### src/rtl/rvc_pkg.sv
// Package rvc_pkg
// Shared defaults and helpers for the repeated-block voter.
// Assumes nothing beyond IEEE 1800-2017 elaboration.
package rvc_pkg;
    localparam int BLK_W_DEF  = 94;
    localparam int COPIES_DEF = 5;
    localparam int PAR_W_DEF  = 14;
    localparam logic [13:0] POLY_DEF = 14'h0377;

    // Smallest count that wins a vote among n copies.
    function automatic int win_count(input int n);
        return n / 2 + 1;
    endfunction
endpackage

### src/rtl/rvc_delay_line.sv
// Module rvc_delay_line
// Shift register that advances once per accepted bit. It exposes taps that
// delay the input by whole multiples of one block length.
// Assumes: taps are only read after enough bits have been shifted in.
// The line has no reset because its contents are never used earlier.
module rvc_delay_line #(
    parameter int BLK_W = 94,
    parameter int NTAPS = 4
) (
    input  logic             clk,
    input  logic             en,
    input  logic             din,
    output logic [NTAPS-1:0] taps
);
    localparam int DEPTH = BLK_W * NTAPS;

    logic [DEPTH-1:0] line_q;

    // Advance the line on every accepted bit.
    always_ff @(posedge clk) begin
        if (en) begin
            line_q <= {line_q[DEPTH-2:0], din};
        end
    end

    // Tap k delays the input by (k+1) blocks.
    for (genvar k = 0; k < NTAPS; k++) begin : g_tap
        assign taps[k] = line_q[(k + 1) * BLK_W - 1];
    end
endmodule

### src/rtl/rvc_voter.sv
// Module rvc_voter
// Combinational majority vote over N single-bit inputs.
// Assumes N is odd, so a vote can never be tied.
module rvc_voter #(
    parameter int N = 5
) (
    input  logic [N-1:0] votes,
    output logic         maj
);
    import rvc_pkg::*;

    localparam int THR = win_count(N);
    localparam int CW  = $clog2(N + 1);

    logic [CW-1:0] ones;

    // Count the ones and compare the count with the winning threshold.
    always_comb begin
        ones = '0;
        for (int i = 0; i < N; i++) begin
            ones = ones + CW'(votes[i]);
        end
        maj = (ones >= CW'(THR));
    end

    // A unanimous vote must pass through unchanged.
    always_comb begin
        if (&votes) begin
            assert_unanimous_one_R2: assert (maj);
        end
        if (~|votes) begin
            assert_unanimous_zero_R2: assert (!maj);
        end
    end
endmodule

### src/rtl/rvc_poly_div.sv
// Module rvc_poly_div
// Serial polynomial divider that takes the highest coefficient first.
// The remainder register holds the running result. rem_nxt shows the value
// the register will take when the current bit is consumed.
// Assumes: start is raised together with the first bit of each word.
module rvc_poly_div #(
    parameter int           PAR_W = 14,
    parameter logic [PAR_W-1:0] POLY = 14'h0377
) (
    input  logic             clk,
    input  logic             rst_n,
    input  logic             en,
    input  logic             start,
    input  logic             din,
    output logic [PAR_W-1:0] rem_nxt
);
    logic [PAR_W-1:0] rem_q;
    logic [PAR_W-1:0] base;

    // Shift in one coefficient and reduce when the top coefficient leaves.
    always_comb begin
        base    = start ? '0 : rem_q;
        rem_nxt = {base[PAR_W-2:0], din} ^ (base[PAR_W-1] ? POLY : '0);
    end

    // Hold the running remainder between accepted bits.
    always_ff @(posedge clk) begin
        if (!rst_n) begin
            rem_q <= '0;
        end else if (en) begin
            rem_q <= rem_nxt;
        end
    end
endmodule

### src/rtl/rep_vote_check.sv
// Module rep_vote_check (top)
// Receives COPIES serial copies of a BLK_W-bit block and votes each bit
// position across the copies. It then divides the voted word by the code
// generator to detect errors, and presents the word, a done pulse and an
// error flag. Assumes COPIES is odd and at least 3.
module rep_vote_check #(
    parameter int               BLK_W  = rvc_pkg::BLK_W_DEF,
    parameter int               COPIES = rvc_pkg::COPIES_DEF,
    parameter int               PAR_W  = rvc_pkg::PAR_W_DEF,
    parameter logic [PAR_W-1:0] POLY   = rvc_pkg::POLY_DEF
) (
    input  logic             clk,
    input  logic             rst_n,
    input  logic             sof,
    input  logic             bit_vld,
    input  logic             bit_in,
    output logic [BLK_W-1:0] word_out,
    output logic             done,
    output logic             err
);
    localparam int TOTAL = BLK_W * COPIES;
    localparam int CW    = $clog2(TOTAL);
    localparam logic [CW-1:0] LAST_S = CW'((COPIES - 1) * BLK_W);
    localparam logic [CW-1:0] FINAL  = CW'(TOTAL - 1);

    logic [CW-1:0]     cnt_q;
    logic [CW-1:0]     pos;
    logic              in_last;
    logic              is_final;
    logic [COPIES-2:0] taps;
    logic              vote;
    logic [PAR_W-1:0]  rem_nxt;
    logic [BLK_W-1:0]  acc_q;
    logic [BLK_W-1:0]  word_q;
    logic              done_q;
    logic              err_q;

    // Field position of the current bit; sof makes it position zero.
    always_comb begin
        pos      = sof ? '0 : cnt_q;
        in_last  = (pos >= LAST_S);
        is_final = (pos == FINAL);
    end

    // Bit counter: wraps after the last bit and restarts on sof.
    always_ff @(posedge clk) begin
        if (!rst_n) begin
            cnt_q <= '0;
        end else if (bit_vld) begin
            cnt_q <= is_final ? '0 : pos + 1'b1;
        end else if (sof) begin
            cnt_q <= '0;
        end
    end

    rvc_delay_line #(
        .BLK_W (BLK_W),
        .NTAPS (COPIES - 1)
    ) u_line (
        .clk  (clk),
        .en   (bit_vld),
        .din  (bit_in),
        .taps (taps)
    );

    rvc_voter #(
        .N (COPIES)
    ) u_vote (
        .votes ({bit_in, taps}),
        .maj   (vote)
    );

    rvc_poly_div #(
        .PAR_W (PAR_W),
        .POLY  (POLY)
    ) u_div (
        .clk     (clk),
        .rst_n   (rst_n),
        .en      (bit_vld && in_last),
        .start   (pos == LAST_S),
        .din     (vote),
        .rem_nxt (rem_nxt)
    );

    // Collect voted bits during the final copy, first bit ending up on top.
    always_ff @(posedge clk) begin
        if (!rst_n) begin
            acc_q <= '0;
        end else if (bit_vld && in_last) begin
            acc_q <= {acc_q[BLK_W-2:0], vote};
        end
    end

    // Publish word, flag and pulse once the last bit of a field is consumed.
    always_ff @(posedge clk) begin
        if (!rst_n) begin
            word_q <= '0;
            err_q  <= 1'b0;
            done_q <= 1'b0;
        end else begin
            done_q <= bit_vld && is_final;
            if (bit_vld && is_final) begin
                word_q <= {acc_q[BLK_W-2:0], vote};
                err_q  <= |rem_nxt;
            end
        end
    end

    assign word_out = word_q;
    assign err      = err_q;
    assign done     = done_q;

    assert_cnt_range_R1: assert property (@(posedge clk) disable iff (!rst_n)
        cnt_q <= FINAL);

    assert_done_single_R5: assert property (@(posedge clk) disable iff (!rst_n)
        done |=> !done);

    assert_word_hold_R6: assert property (@(posedge clk) disable iff (!rst_n)
        !done |-> $stable(word_out));

    assert_err_hold_R6: assert property (@(posedge clk) disable iff (!rst_n)
        !done |-> $stable(err));

    assert_sof_restart_R7: assert property (@(posedge clk) disable iff (!rst_n)
        (sof && !bit_vld) |=> (cnt_q == '0));

    assert_sof_bit_zero_R7: assert property (@(posedge clk) disable iff (!rst_n)
        (sof && bit_vld) |=> (cnt_q == CW'(1)));

    assert_idle_hold_R10: assert property (@(posedge clk) disable iff (!rst_n)
        (!sof && !bit_vld) |=> $stable(cnt_q));
endmodule

### config.mk
export PLATFORM = sky130hd
export DESIGN_NAME = rep_vote_check
export DESIGN_NICKNAME = d
export VERILOG_FILES = /design/src/rtl/rvc_pkg.sv /design/src/rtl/rvc_delay_line.sv /design/src/rtl/rvc_voter.sv /design/src/rtl/rvc_poly_div.sv /design/src/rtl/rep_vote_check.sv
export SDC_FILE = /design/constraint.sdc
export NUM_CORES = 1
export LEC_CHECK = 0
export ABC_AREA = 1
export BUFFER_PORTS_ARGS = -buffer_cell sky130_fd_sc_hd__buf_2
export CAP_MARGIN = 5
export CORE_MARGIN = 2
export CORE_UTILIZATION = 45
export CTS_CLUSTER_SIZE = 40
export DETAILED_ROUTE_END_ITERATION = 8
export PLACE_DENSITY = 0.67
export RECOVER_POWER = 50
export SYNTH_ARGS = -nofsm -noshare
export SYNTH_HDL_FRONTEND = slang
export SYNTH_SLANG_ARGS = --single-unit
### constraint.sdc
create_clock -name clk -period 7.04 [get_ports clk]
set_clock_uncertainty 0.1 [all_clocks]
set_input_delay 1.056 -clock clk [delete_from_list [all_inputs] [get_ports clk]]
set_output_delay 1.056 -clock clk [all_outputs]
set_load 0.02 [all_outputs]
# Word level (Yosys, flattened, before mapping)
# Index checks and enable logic that the tools add are counted.
[totals]
ff_bits = 588
out_inout_bits = 96
[op_classes]
muxes = 5
addsub = 5
n_bitwise = 1
eq_ne = 2
magnitude_cmp = 2
n_reduce_logical = 3
[ops]
columns = ["op", "count"]
rows = [
  ["two-way mux 9 bit", 3],
  ["equality test 9 bit, second input constant", 2],
  ["two-way mux 14 bit", 1],
  ["OR reduction 14 bit", 1],
  ["bitwise XOR 14 x 10 -> 14 bit", 1],
  ["two-way mux 10 bit", 1],
  ["adder 3 x 1 -> 3 bit", 3],
  ["adder 9 x 1 -> 9 bit, second input constant", 1],
  ["greater-or-equal comparator 9 bit, second input constant", 1],
  ["greater-or-equal comparator 3 x 2 -> 1 bit, second input constant", 1],
  ["adder 1 x 1 -> 2 bit", 1],
  ["logical AND 1 bit", 2],
]

# Logic depth before layout (Yosys ltp)
# Gate-level depths: netlist of run 1.
[depth]
word_depth = 7
mapped_depth = 16

# Cells and area by module
# Synthesis of run 1 repeated with hierarchy kept, for this count alone.
[hier_totals]
cells_unflattened = 1620
area_unflattened_um2 = 20230.7
[modules_own_cells]
columns = ["module", "n_inst", "cells_per_inst", "area_per_inst_um2"]
rows = [
  ["rvc_delay_line", 1, 380, 11320.9],
  ["rep_vote_check", 1, 1121, 7987.7],
  ["rvc_poly_div", 1, 103, 810.8],
  ["rvc_voter", 1, 16, 111.4],
]

# Worst setup path after synthesis of run 1
# No wires, ideal clock.
[synth_path]
path_kind = "input -> register"
start = "in bit_in"
end = "reg err_q, in the netlist err"
path_slack_ps = 4070
setup_ps = 112
required_time_ps = 6828
arrival_time_ps = 2758
stages = 14
n_path_buf = 0
path_cell_list = "inv_1 fa_1 inv_1 ha_1 inv_1 fa_1 inv_1 nand2_1 nand2_1 nand3_1 nand2_1 nand3_1 nand2_1 nand2_1"
[synth_via]
elab_chain_len = 4
[synth_rtl]
columns = ["item", "line", "source"]
rows = [
  ["start, declared", "rep_vote_check.sv:16", "input logic bit_in,"],
  ["adder 3 x 1 -> 3 bit", "rvc_voter.sv:21", "ones = ones + CW'(votes[i]);"],
  ["greater-or-equal comparator 3 x 2 -> 1 bit", "rvc_voter.sv:23", "maj = (ones >= CW'(THR));"],
  ["bitwise XOR 14 x 10 -> 14 bit", "rvc_poly_div.sv:23", "rem_nxt = {base[PAR_W-2:0], din} ^ (base[PAR_W-1] ? POLY : '0);"],
  ["OR reduction 14 bit", "rep_vote_check.sv:104", "err_q <= |rem_nxt;"],
  ["end signal, assigned", "rep_vote_check.sv:104", ""],
  ["end, declared", "rep_vote_check.sv:36", "logic err_q;"],
]
# No other way between the ends.
# A chain may end at the register's enable or synchronous reset.

# Worst setup path after layout of run 1
[layout_path]
start = "in sof"
end = "reg word_q[80], in the netlist word_out[80]"
[layout_via]
elab_chain_len = 3
[layout_rtl]
columns = ["item", "line", "source"]
rows = [
  ["start, declared", "rep_vote_check.sv:14", "input logic sof,"],
  ["two-way mux 9 bit", "--", ""],
  ["equality test 9 bit", "rep_vote_check.sv:42", "is_final = (pos == FINAL);"],
  ["logical AND 1 bit", "rep_vote_check.sv:102", "if (bit_vld && is_final) begin"],
  ["end signal, assigned", "rep_vote_check.sv:103", "word_q <= {acc_q[BLK_W-2:0], vote};"],
  ["end, declared", "rep_vote_check.sv:34", "logic [BLK_W-1:0] word_q;"],
]
# No other way between the ends.

==> results_dict.tcl, run 1 <==
set metrics [dict create \
    ys_seq_elements 588 \
    period_needed_ps 3570 \
    rsz0062_at_grt "no" \
    worstHoldPathType "flip-flop to flip-flop" \
    fin_setup_tns_ps 0 \
    io_buffers 100 \
    pwr-share-seq 0.560 \
    reg2reg_from "cnt_q[0]" \
    violations "max-capacitance violations, max-slew violations" \
    synth.distinct_cells 30 \
    cp-startpoint "sof" \
    cp_max_fo 50 \
    synthAdderAreaFrac 0.00543 \
    cts_tree "done" \
    drt_iter0_markers 810 \
    crit_arrival_ps 3970 \
    grt_overflow 0 \
    worst_pin_slew_ps 2730 \
    drive_gt1_frac 0.115 \
    die_x_um 209 \
    synth_top_family_by_area "simple AND/OR/NAND/NOR gates" \
    fp.dieH_um 209 \
    grt_max_degree 185 \
    synth_cells 1362 \
    internal_power_mw 5.55 \
    min_from "u_line.line_q[110]" \
    crit_type "primary input to flip-flop" \
    synth-async-reset-ratio 0 \
    pre_cts_ws_ps 3010 \
    avgSynthCellArea_um2 13.9 \
    initial_utilization 0.454 \
    ctsHtreeMaxLevel 2 \
    power.leakage_nw 8.28 \
    area_growth_pct 14.3 \
    ioPinCount 101 \
    ctsResizeCount 0 \
    netlist.area_leader.share 0.597 \
    final_nets 1480 \
    p_clk_frac 0.426 \
    synth_nets 1374 \
    hpwlAfterDp_um 16200 \
    cts_made_buffers 55 \
    max-clock-path-buffers 3 \
    ir_drop_v 0.000247 \
    path_clk_slew_ps 70 \
    hold_violations 0 \
    grt_pass1_vias 9354 \
    grtUsageTotal 0.137 \
    yosys_warnings 0 \
    synth_edf_count 376 \
    yosysSeqAreaShare 0.822 \
    routed_wl_um 29900 \
    swShare 0.191 \
    synth.cell_area_um2 18900 \
    synth_area_leaders "edfxtp_1 (60%), dfxtp_1 (22%), nand2_1 (6.1%)" \
    detail-route-antenna-nets 0 \
    synthMuxAreaShare 0 \
    drc 0 \
    cap_violations 1 \
    p_comb_frac 0.014 \
    insertion_delay_ps 570 \
    hold_buffers 0 \
    powerDensity_nw_per_um2 318 \
    cts.sinks 588 \
    fin_ws_ps 3470 \
    grt_pass1_wl_um 48800 \
    finalCritPeriodShare 0.507 \
    cp.required_ps 7440 \
    final_core_util 0.518 \
    finalWeightedCongestion 0.731 \
    synthSimpleGateAreaFrac 0.111 \
    antenna_found_initial 0 \
    dp.cells 1950 \
    synthXorXnorAreaFrac 0.00371 \
    cts_setup_buffers 0 \
    max_freq_ghz 0.280 \
    cp-start-kind "primary input" \
    yosysTopAreaCell "edfxtp_1" \
    first_pass_iters 4 \
    synth_compound_area_frac 0.0367 \
    design.core.area_um2 41700 \
    status "finished, violations left" \
    cp-end-kind "flip-flop" \
    finalSetupViolCount 0 \
    vias 9848 \
    antenna_cells 0 \
    root_buffer "clkbuf_16" \
    rows 75 \
    max_slew_margin -0.822 \
    ys.flop_type "edfxtp_1" \
    vias_per_cell 4.80 \
    p_switching_mw 1.31 \
    finalMaxSlewViolations 55 \
    fin_cells 2053 \
    die-area_um2 43700 \
    wl_per_cell_um 14.6 \
]
==> stage by stage <==
stage / power, mW / hold slack (ps) / area (µm²)
6_report: 6.87 / 313 / 21600
3_5_place_dp: 4.01 / 305 / 19800
4_1_cts: 6.96 / 308 / 21600
5_1_grt: 7.11 / 304 / 21600
2_1_floorplan: 3.94 / 300 / 18900
3_3_place_gp: 4.01 / 303 / 19800
==> cells by family after synthesis <==
family | count (synthesis)
flops | 588
simple gates | 541
compound gates | 137
buf+inv | 81
xor+xnor | 8
fa+ha+maj | 7
==> worst paths after layout <==
check | end | slack (ps) | cells after the start
setup / recovery | word_out[80] | 3470 | 11
hold / removal | u_line.line_q[111] | 310 | 0
setup reg to reg | word_out[80] | 3840 | 10
hold reg to reg | u_line.line_q[111] | 310 | 0
==> sequential cells by signal (all words and copies together), names as in the netlist <==
name and flops:
done 1, u_div.rem_q 14, acc_q 93, word_out 94
cnt_q 9, err 1, u_line.line_q 376
==> critical path, stage by stage <==
cell      delay (ps)
clkbuf_1         230
inv_1            180
nand2_1          140
ha_1             160
nand4_1          100
nor4_1           270
nand3_2          150
nor2_4           820
buf_4            610
nand2_1          110
nand2_1          100
==> cell usage in the layout (no fill, tap or decap), drive strengths merged <==
| cell type | count |
|---|---|
| buf | 89 |
| inv | 22 |
| a21oi | 18 |
| clkbuf | 97 |
| nand2 | 313 |
| ha | 5 |
| fa | 2 |
| nand4 | 2 |
| or2 | 1 |
| nor4 | 2 |
| clkinv | 19 |
| bufinv | 5 |
| nand3 | 5 |
| clkinvlp | 1 |
| xnor2 | 1 |
| xor2 | 7 |
| a22o | 1 |
| o21ai | 117 |
| dfxtp | 212 |
| nor3 | 3 |
| o22ai | 1 |
| nor2 | 215 |
| edfxtp | 376 |
==> power by group through the flow <==
stage / sequential, mW / combinational (mW) / clock (mW)
after floorplan: 3.90 / 0.0434 / 0
after global placement: 3.91 / 0.0947 / 0
after detailed placement: 3.91 / 0.0980 / 0
after CTS: 3.84 / 0.0972 / 3.02
after global routing: 3.85 / 0.109 / 3.14
final: 3.84 / 0.0938 / 2.93
==> per-layer routing <==
metal  vias up  GRT usage  routed length, µm
li1       4843          -                  -
met1      4764      0.209              15200
met2       195      0.199              12800
met3        46     0.0280               1420
met4         0     0.0401                550
met5         -          0                  0
==> synthesized netlist by cell type (2+ instances only) <==
cell and number:
a21oi_1 17, buf_2 18, buf_4 3, buf_6 10
clkbuf_1 28, dfxtp_1 212, edfxtp_1 376, fa_1 2
ha_1 5, inv_1 19, inv_2 3, nand2_1 309
nand2_2 3, nand3_1 4, nand4_1 2, nor2_1 213
nor3_1 3, o21ai_0 117, xor2_1 7
==> final cells by class <==
type                       instances  area (µm²)
timing repair buffer             108         557
fill                            3527       20100
multi-input combinational        693        2940
tap                              539         674
inverter                          22        83.8
clock buffer                      78        1570
clock inverter                    25         243
sequential                       588       15500
Note: power is estimated with default switching activity, not from simulation.
==> run 2: changes to the inputs <==
==> constraint.sdc (replaced) <==
create_clock -name clk -period 3.4 [get_ports clk]
set_clock_uncertainty 0.1 [all_clocks]
set_input_delay 0.51 -clock clk [delete_from_list [all_inputs] [get_ports clk]]
set_output_delay 0.51 -clock clk [all_outputs]
set_load 0.02 [all_outputs]
==> results_dict.tcl, run 2 (synthesized netlist as in run 1, its figures left out) <==
set metrics [dict create \
    status "finished, violations left" \
    violations "max-capacitance violations, max-slew violations" \
    pre_cts_ws_ps 587 \
    min_from "bit_in" \
    vias_per_cell 4.85 \
    ctsHtreeMaxLevel 2 \
    r2r_setup_slack_ps 710 \
    ctsResizeCount 0 \
    finalCritPeriodShare 0.790 \
    worst_pin_slew_ps 2160 \
    die-area_um2 43700 \
    drive_gt1_frac 0.137 \
    vias 9972 \
    final_common_cell "edfxtp_1" \
    fin_cells 2058 \
    rsz0062_at_grt "no" \
    holdPathStages 1 \
    initial_utilization 0.454 \
    period_needed_ps 2690 \
    finalWeightedCongestion 0.784 \
    grt_pass1_vias 9448 \
    cp_cell_sequence "ha_1 > inv_1 > fa_1 > inv_1 > ha_1 > inv_1 > fa_1 > inv_1 > nand2_1 > nand2_1 > nand3_1 > nand2_1 > nand3_1 > nand2_1 > nand2_1" \
    max_stage_delay_ps 480 \
    finalSetupViolCount 0 \
    antenna_found_initial 0 \
    hpwlAfterDp_um 15800 \
    die_x_um 209 \
    largest_reg_flops 376 \
    powerDensity_nw_per_um2 674 \
    grt_max_degree 206 \
    worstHoldPathType "primary input to flip-flop" \
    reg2reg_depth 15 \
    cts.sinks 588 \
    routed_wl_um 29800 \
    finalMaxSlewViolations 152 \
    grtUsageTotal 0.136 \
    power.leakage_nw 8.46 \
    crit_arrival_ps 3060 \
    top_register "u_line.line_q" \
    hold_buffers 0 \
    io_buffers 100 \
    ir_drop_v 0.000399 \
    cap_violations 3 \
    rows 75 \
    insertion_delay_ps 580 \
    fillers 3467 \
    cp-end-kind "flip-flop" \
    first_pass_iters 5 \
    final_cell_mix "edfxtp_1 (376), nand2_1 (309), nor2_1 (213), dfxtp_1 (212), o21ai_0 (117)" \
    min_to "u_line.line_q[0]" \
    area_growth_pct 15.7 \
    cts_made_buffers 56 \
    final_core_util 0.525 \
    wl_per_cell_um 14.5 \
    dp.cells 1953 \
    crit_type "flip-flop to flip-flop" \
    reg2reg_from "u_line.line_q[93]" \
    cp_slowest_cell "fa_1" \
    fin_ws_ps 713 \
    cp.required_ps 3770 \
    path_buf_inv 4 \
    path_clk_slew_ps 60 \
    drt_iter0_markers 627 \
    max_slew_margin -0.437 \
    crit_family "adder cells" \
    detail-route-antenna-nets 0 \
    path_common_cell "nand2_1" \
    antenna_cells 0 \
    drc 0 \
    cts_tree "done" \
    grt_pass1_wl_um 48600 \
    final_nets 1484 \
    max-clock-path-buffers 3 \
    grt_overflow 0 \
    root_buffer "clkbuf_16" \
    design.core.area_um2 41700 \
    max_freq_ghz 0.372 \
    hold_violations 0 \
    fin_setup_tns_ps 0 \
    ioPinCount 101 \
    cp-start-kind "flip-flop" \
    cp_max_fo 3 \
    timing.rr.end "err" \
    fp.dieH_um 209 \
    cts_setup_buffers 0 \
]
==> run 2: cell types whose count changed in the layout (fill, tap and decap cells not counted), moves of 3 or more <==
| cell | before | now |
|---|---|---|
| clkinv_1 | 13 | 8 |
| bufinv_16 | 5 | 10 |
| clkbuf_1 | 34 | 13 |
| inv_6 | 0 | 3 |
| buf_2 | 81 | 98 |
==> run 2: area by class of cell <==
class	instances	area, µm²	area share
clock buffers	73	1580	0.0723
clock inverters	32	417	0.0191
inverters	22	83.8	0.00383
flip-flops and latches	588	15500	0.710
well taps	539	674	0.0308
multi-input cells	693	2960	0.135
repair buffers	111	619	0.0283
==> run 2: how the worst max path moves through the flow <==
stage	cells after the start	endpoint	start	slack (ps)
after CTS	15	err	u_line.line_q[187]	690
final	15	err	u_line.line_q[93]	710
after global placement	10	word_out[54]	sof	680
after global routing	16	err	u_line.line_q[93]	510
after floorplan	15	err	u_line.line_q[93]	900
after detailed placement	10	word_out[38]	sof	590
==> run 2: per-layer routing <==
layer  track usage  vias up  share of wire
met4        0.0424        0          0.020
met2         0.201      198           0.44
met3        0.0319       50          0.050
li1              -     4845              -
met5             0        -              0
met1         0.201     4879           0.49
==> run 2: worst reg2reg max path: stages, from the launching register on <==
cell	delay, ps
edfxtp_1	410
ha_1	300
inv_1	40
fa_1	480
inv_1	40
ha_1	160
inv_1	60
fa_1	400
inv_1	60
nand2_1	50
nand2_1	90
nand3_1	80
nand2_1	120
nand3_1	80
nand2_1	60
nand2_1	40
==> run 2: per-stage QoR <==
| stage | area (µm²) | power [mW] | hold WS [ps] |
|---|---|---|---|
| final | 21900 | 14.7 | 86.5 |
| after global routing | 21900 | 15.3 | 75.0 |
| after CTS | 21900 | 14.9 | 28.2 |
| after detailed placement | 19900 | 8.30 | 305 |
| after global placement | 19900 | 8.30 | 301 |
| after floorplan | 18900 | 8.16 | 300 |
==> run 2: report_power, final <==
| group | switching [mW] | internal [mW] | total, mW |
|---|---|---|---|
| clock network | 2.55 | 4.04 | 6.59 |
| logic | 0.157 | 0.0347 | 0.192 |
| registers | 0.0776 | 7.89 | 7.96 |
